**src/rtl/dse_pkg.sv**
```systemverilog
package dse_pkg;
    localparam int LED_W   = 32;
    localparam int FRAME_W = 16;
    localparam int SEG_N   = 8;
    localparam int SEG_W   = $clog2(SEG_N);
    localparam int SEL_W   = SEG_N;

    // Logical segment index to physical select line.
    function automatic logic [SEG_W-1:0] seg_phys(input logic [SEG_W-1:0] l);
        logic [SEG_W-1:0] p;
        case (l)
            3'd0: p = 3'd5;
            3'd1: p = 3'd7;
            3'd2: p = 3'd6;
            3'd3: p = 3'd4;
            3'd4: p = 3'd1;
            3'd5: p = 3'd3;
            3'd6: p = 3'd0;
            default: p = 3'd2;
        endcase
        return p;
    endfunction

    typedef struct packed {
        logic             v;
        logic             aux;
        logic [LED_W-1:0] word;
    } dse_req_t;
endpackage

```
**src/rtl/dse_aux_format.sv**
```systemverilog
module dse_aux_format
    import dse_pkg::*;
(
    input  logic [SEG_W-1:0]   seg_idx,
    input  logic               bright,
    input  logic               stat_comm,
    input  logic               stat_err,
    input  logic               stat_id,
    output logic [FRAME_W-1:0] aux_word
);
    logic [SEL_W-1:0] sel_hot;

    always_comb begin
        sel_hot  = SEL_W'(1) << seg_phys(seg_idx);
        aux_word = {~sel_hot, bright, ~bright, 2'b00,
                    stat_id, stat_err, stat_comm, 1'b0};
    end
endmodule

```
**src/rtl/dse_req_queue.sv**
```systemverilog
module dse_req_queue
    import dse_pkg::*;
(
    input  logic               clk,
    input  logic               rst_n,
    input  logic               led_req,
    input  logic [LED_W-1:0]   led_word,
    input  logic               aux_req,
    input  logic [FRAME_W-1:0] aux_word,
    input  logic               ser_busy,
    output logic               go,
    output logic               go_aux,
    output logic [LED_W-1:0]   go_word,
    output logic               pend
);
    localparam int PAD_W = LED_W - FRAME_W;

    dse_req_t slot_d, slot_q;
    dse_req_t first, second;

    always_comb begin
        first.v     = led_req | aux_req;
        first.aux   = ~led_req;
        first.word  = led_req ? led_word : {aux_word, {PAD_W{1'b0}}};
        second.v    = led_req & aux_req;
        second.aux  = 1'b1;
        second.word = {aux_word, {PAD_W{1'b0}}};

        slot_d  = slot_q;
        go      = 1'b0;
        go_aux  = 1'b0;
        go_word = '0;
        if (!ser_busy) begin
            if (slot_q.v) begin
                go      = 1'b1;
                go_aux  = slot_q.aux;
                go_word = slot_q.word;
                slot_d  = first;
            end else if (first.v) begin
                go      = 1'b1;
                go_aux  = first.aux;
                go_word = first.word;
                slot_d  = second;
            end
        end else if (!slot_q.v) begin
            slot_d = first;
        end
    end

    always_ff @(posedge clk or negedge rst_n) begin
        if (!rst_n) slot_q <= '0;
        else        slot_q <= slot_d;
    end

    assign pend = slot_q.v;

    // a waiting entry survives untouched while the line is busy
    p_slot_kept_r9: assert property (@(posedge clk) disable iff (!rst_n)
        (slot_q.v && ser_busy) |=> (slot_q.v && $stable(slot_q.word)));
endmodule

```
**src/rtl/dse_serializer.sv**
```systemverilog
module dse_serializer
    import dse_pkg::*;
#(
    parameter int HALF_FAST = 1,
    parameter int HALF_SLOW = 2
) (
    input  logic             clk,
    input  logic             rst_n,
    input  logic             go,
    input  logic             go_aux,
    input  logic [LED_W-1:0] go_word,
    output logic             sclk,
    output logic             mosi,
    output logic             active
);
    localparam int HMAX   = (HALF_SLOW > HALF_FAST) ? HALF_SLOW : HALF_FAST;
    localparam int CNT_W  = $clog2(HMAX + 1);
    localparam int LEFT_W = $clog2(LED_W);

    typedef struct packed {
        logic              active;
        logic              sclk;
        logic              slow;
        logic [CNT_W-1:0]  cnt;
        logic [LEFT_W-1:0] left;
        logic [LED_W-1:0]  sh;
    } ser_t;

    ser_t s_d, s_q;
    logic [CNT_W-1:0] half_m1;

    always_comb begin
        s_d     = s_q;
        half_m1 = s_q.slow ? CNT_W'(HALF_SLOW - 1) : CNT_W'(HALF_FAST - 1);
        if (!s_q.active) begin
            if (go) begin
                s_d.active = 1'b1;
                s_d.sclk   = 1'b0;
                s_d.slow   = go_aux;
                s_d.cnt    = '0;
                s_d.left   = go_aux ? LEFT_W'(FRAME_W - 1) : LEFT_W'(LED_W - 1);
                s_d.sh     = go_word;
            end
        end else if (s_q.cnt == half_m1) begin
            s_d.cnt = '0;
            if (!s_q.sclk) begin
                s_d.sclk = 1'b1;
            end else if (s_q.left == '0) begin
                s_d.active = 1'b0;
            end else begin
                s_d.sclk = 1'b0;
                s_d.sh   = {s_q.sh[LED_W-2:0], 1'b0};
                s_d.left = s_q.left - 1'b1;
            end
        end else begin
            s_d.cnt = s_q.cnt + 1'b1;
        end
    end

    always_ff @(posedge clk or negedge rst_n) begin
        if (!rst_n) begin
            s_q      <= '0;
            s_q.sclk <= 1'b1;
        end else begin
            s_q <= s_d;
        end
    end

    assign sclk   = s_q.sclk;
    assign mosi   = s_q.sh[LED_W-1];
    assign active = s_q.active;

    // clock rests high between transfers
    p_idle_high_r2: assert property (@(posedge clk) disable iff (!rst_n)
        !s_q.active |-> s_q.sclk);
    // data only moves with a falling clock edge
    p_data_hold_r2: assert property (@(posedge clk) disable iff (!rst_n)
        (s_q.active && $past(s_q.active) && !$fell(s_q.sclk)) |-> $stable(mosi));
endmodule

```
**src/rtl/disp_shift_engine.sv**
```systemverilog
module disp_shift_engine
    import dse_pkg::*;
#(
    parameter int HALF_FAST = 1,
    parameter int HALF_SLOW = 2
) (
    input  logic             clk,
    input  logic             rst_n,
    input  logic             led_req,
    input  logic [31:0]      led_word,
    input  logic             aux_req,
    input  logic [2:0]       seg_idx,
    input  logic             bright,
    input  logic             stat_comm,
    input  logic             stat_err,
    input  logic             stat_id,
    output logic             sclk,
    output logic             mosi,
    output logic             aux_strobe,
    output logic             busy
);
    logic [FRAME_W-1:0] aux_word;
    logic               go, go_aux, pend, active;
    logic [LED_W-1:0]   go_word;

    typedef struct packed {
        logic strobe;
    } top_t;
    top_t t_d, t_q;

    dse_aux_format u_fmt (
        .seg_idx  (seg_idx),
        .bright   (bright),
        .stat_comm(stat_comm),
        .stat_err (stat_err),
        .stat_id  (stat_id),
        .aux_word (aux_word)
    );

    dse_req_queue u_queue (
        .clk     (clk),
        .rst_n   (rst_n),
        .led_req (led_req),
        .led_word(led_word),
        .aux_req (aux_req),
        .aux_word(aux_word),
        .ser_busy(active),
        .go      (go),
        .go_aux  (go_aux),
        .go_word (go_word),
        .pend    (pend)
    );

    dse_serializer #(.HALF_FAST(HALF_FAST), .HALF_SLOW(HALF_SLOW)) u_ser (
        .clk    (clk),
        .rst_n  (rst_n),
        .go     (go),
        .go_aux (go_aux),
        .go_word(go_word),
        .sclk   (sclk),
        .mosi   (mosi),
        .active (active)
    );

    always_comb begin
        t_d = t_q;
        if (go && go_aux)  t_d.strobe = 1'b0;
        else if (led_req)  t_d.strobe = 1'b1;
    end

    always_ff @(posedge clk or negedge rst_n) begin
        if (!rst_n) t_q.strobe <= 1'b1;
        else        t_q        <= t_d;
    end

    assign aux_strobe = t_q.strobe;
    assign busy       = active | pend;

    // exactly one select line is low
    p_sel_onehot_r4: assert property (@(posedge clk) disable iff (!rst_n)
        $countones(aux_word[15:8]) == 7);
    // current level bits are complementary
    p_cur_excl_r5: assert property (@(posedge clk) disable iff (!rst_n)
        aux_word[7] != aux_word[6]);
    // strobe only drops when a transfer is under way
    p_strobe_drop_r7: assert property (@(posedge clk) disable iff (!rst_n)
        $fell(aux_strobe) |-> busy);
    // strobe only rises after a bit-cycle start
    p_strobe_rise_r7: assert property (@(posedge clk) disable iff (!rst_n)
        $rose(aux_strobe) |-> $past(led_req));
endmodule

```
**config.mk**
```make
export PLATFORM = sky130hd
export DESIGN_NAME = disp_shift_engine
export DESIGN_NICKNAME = d
export VERILOG_FILES = /design/src/rtl/dse_pkg.sv /design/src/rtl/dse_aux_format.sv /design/src/rtl/dse_req_queue.sv /design/src/rtl/dse_serializer.sv /design/src/rtl/disp_shift_engine.sv
export SDC_FILE = /design/constraint.sdc
export NUM_CORES = 1
export LEC_CHECK = 0
export BUFFER_PORTS_ARGS = -buffer_cell sky130_fd_sc_hd__buf_2
export CAP_MARGIN = 20
export CORE_ASPECT_RATIO = 2
export CORE_MARGIN = 3
export CORE_UTILIZATION = 53
export CTS_CLUSTER_DIAMETER = 40
export DETAILED_ROUTE_END_ITERATION = 12
export MAX_ROUTING_LAYER = met4
export PLACE_DENSITY_LB_ADDON = 0.25
export SYNTH_ARGS = -nofsm -noshare
export SYNTH_HDL_FRONTEND = slang
export SYNTH_SLANG_ARGS = --single-unit
```
**constraint.sdc**
```tcl
create_clock -name clk -period 5 [get_ports clk]
set_input_delay 0.75 -clock clk [delete_from_list [all_inputs] [get_ports clk]]
set_output_delay 0.75 -clock clk [all_outputs]
set_load 0.01 [all_outputs]
```
==> summary.txt <==
Global route
  – First-pass GRT wire length: 15.2 mm
  – GR Util All Layers: 23.8%
  – Initial antenna violation count: 0
  – Vias in the first global route: 3,216
  – GR Util met2: 38.3%
  – Met3 Track Usage GR: 4.08%
  – Most used routing layer: met2
  – Largest net degree at the start of global routing: 78
  – M1 GR Usage: 27.9%
  – Global route overflow: 0

Power and ir drop
  – Clock power frac: 28.2%
  – Comb pwr share: 28.8%
  – Sw Pwr: 718 µW
  – Power Dens Cells: 478 mW/mm²
  – Lkg Pwr: 1.87 nW
  – Switching portion of total power: 33.5%
  – Peak VDD IR: 0.280 mV
  – Seq pwr share: 43.1%
  – Int Pwr: 1.43 mW

Timing
  – Sum Neg Setup Slack: 0 ns
  – Least-Margin Pin Slew: 0.983 ns
  – Max_slew headroom: 34.5%
  – Final hold vios: 0
  – Final min period: 2.76 ns
  – Clock skew: 0.00703 ns
  – Final setup viols: 0
  – Slew Viols, Final: 0
  – RSZ-0062 raised after global routing: false
  – Fmax: 362 MHz
  – Fin worst setup slack: 2.24 ns
  – Final worst-path cycle share: 55.2%

CTS
  – Clock transition at path regs: 0.06 ns
  – # hold bufs at CTS: 0
  – H-Tree Level Count: 3
  – Total setup buffers inserted after CTS: 0
  – CTS max path bufs: 2
  – Clk sink count: 77
  – Num CTS Buffers: 9
  – CTS tree: built
  – CTS root buffer: clkbuf_16
  – Clock Latency Late Sink: 0.34 ns
  – Post-CTS sizing: 0

Die
  – Overall die area: 0.00872 mm²
  – Number of cell rows: 44
  – Top Ports: 47
  – Die X: 67.6 µm
  – Starting density of the core: 54.9%
  – Die height: 129 µm
  – Core area: 0.00732 mm²

Synth
  – Ys Warns: 0
  – #FFs+latches synth: 77
  – Mapped Cells: 421
  – Largest area contributor in the netlist: dfrtp_1
  – Top cell type's share of synthesized area: 46.7%
  – Number of flops mapped to enable cells by yosys: 0
  – Syn avg cell area: 9.54 µm²
  – Top area cells in the synthesized netlist: dfrtp_1 (47%), a21oi_1 (7.2%), nand2_1 (4.8%), a32o_1 (4.7%), nand3b_1 (3.6%)
  – Mapped Area: 0.00402 mm²
  – Main synth FF type: dfrtp_1
  – Synth top cells by count: dfrtp_1 (75), a21oi_1 (58), nand2_1 (51)
  – Syn_nets: 465
  – Seq/Total Area, Yosys: 48.0%
  – Synth cell types: 53
  – Ys async rst share: 100%
  – Top-count cell post-synth: dfrtp_1

Cells and area
  – Filler cells: 626
  – Area grow syn2layout: 11.6%
  – Diodes inserted: 0
  – Proportion of layout cells with a drive suffix above 1: 18.2%
  – Nets: 489

Worst setup path
  – CP startpoint: u_ser.active
  – Crit-path max FO: 40
  – Crit path kind: register to output pin
  – CP required: 4.25 ns
  – CP Data Arrival Time: 2.01 ns
  – Endpoint type of the worst setup path: output pin
  – Worst setup SP type: register
  – Reg2reg start: u_ser.active

Detailed routing
  – Drt total wl: 9.24 mm
  – WL/cell: 17.1 µm
  – Drt via density: 6.17
  – Antenna-violating nets left: 0
  – Vias after detailed routing: 3,342
  – # DRC: 0
  – First drt pass iteration count: 6
  – Initial drt markers: 395

Job
  – Max-cap violation count: 0

Status
  – Outcome: completed

Placed design
  – HPWL Detailed: 6.07 mm
  – Placement Setup Slack: 2.22 ns
  – I/O Buffers: 46
  – Placer Congestion: 0.833

Worst hold path
  – HP Class: register to register
  – Hold_sp: u_queue.slot_q[31]
-- layout by cell type, fill, tap and decap left out, types with 3 or more instances in the layout --
cell / count
a21o_1: 3
a21oi_1: 58
a221o_1: 3
a222oi_1: 13
a22o_1: 5
a22oi_1: 8
a31oi_1: 5
a32o_1: 19
buf_2: 45
buf_4: 5
clkbuf_16: 9
clkinv_2: 3
dfrtp_1: 74
inv_1: 8
nand2_1: 51
nand3b_1: 19
nor2_1: 33
nor2b_1: 8
nor3_1: 3
o21ai_0: 9
o21ai_1: 23
-- cell families after synthesis --
| family | after synthesis | synth area share (%) |
|---|---|---|
| AOI/OAI and AO/OA | 161 | 27.7 |
| xor gates and xnor gates | 3 | 0.654 |
| adders and majority gates | 1 | 0.311 |
| buffers and inverters | 47 | 5.95 |
| DFF | 77 | 48.0 |
| muxes | 3 | 0.934 |
| and+or+nand+nor | 129 | 16.4 |
-- per-stage QoR --
step	instances	power (mW)	hold WS [ns]	cell area, µm²	util [%]
after detailed placement	525	1.55	0.465	4190	57.2
after global placement	525	1.52	0.450	4190	57.2
after global routing	542	2.29	0.499	4490	61.3
after CTS	541	2.17	0.477	4470	61.1
final	542	2.14	0.476	4490	61.3
after floorplan	421	1.42	0.440	4020	-
-- final cells by class --
| class | instances | area [µm²] | area share [%] |
|---|---|---|---|
| Clock inverter | 4 | 22.5 | 0.502 |
| Clock buffer | 12 | 256 | 5.72 |
| Timing Repair Buffer | 51 | 278 | 6.19 |
| Inverter | 9 | 33.8 | 0.753 |
| Tap cell | 92 | 115 | 2.57 |
| Multi-Input combinational cell | 297 | 1850 | 41.2 |
| Sequential cell | 77 | 1930 | 43.0 |
-- routing by layer --
| metal | vias up | wire [µm] |
|---|---|---|
| met4 | 0 | 313 |
| met2 | 94 | 4940 |
| met3 | 24 | 361 |
| met1 | 1619 | 3630 |
| met5 | - | 0 |
| li1 | 1605 | - |
-- sequential cells by signal, indices dropped and copies added (netlist names) --
name / cells
u_ser.mosi: 1
aux_strobe: 1
u_ser.s_q: 39
u_queue.pend: 1
u_ser.sclk: 1
u_ser.active: 1
u_queue.slot_q: 33
-- power by group through the flow --
| stage | Clock [mW] | Combinational [mW] | Sequential [mW] |
|---|---|---|---|
| final | 0.604 | 0.617 | 0.923 |
| after global routing | 0.647 | 0.700 | 0.943 |
| after CTS | 0.624 | 0.623 | 0.923 |
| after detailed placement | 0 | 0.622 | 0.933 |
| after global placement | 0 | 0.599 | 0.925 |
| after floorplan | 0 | 0.516 | 0.899 |
-- worst max-delay path, cell delays in order, from the launching register on --
cell,delay (ns)
dfrtp_2,0.81
buf_4,0.49
or2_1,0.22
buf_2,0.15
-- final timing paths --
kind | endpoint | slack [ns] | cells after the start
max in group asynchronous | u_ser.active | 3.76 | 1
max | busy | 2.24 | 3
max reg2reg | u_queue.slot_q[17] | 2.42 | 6
min in group asynchronous | u_ser.s_q[4] | 0.56 | 1
min reg2reg | u_queue.slot_q[31] | 0.48 | 2
min | u_queue.slot_q[31] | 0.48 | 2
(Power assumes the default switching activity.)
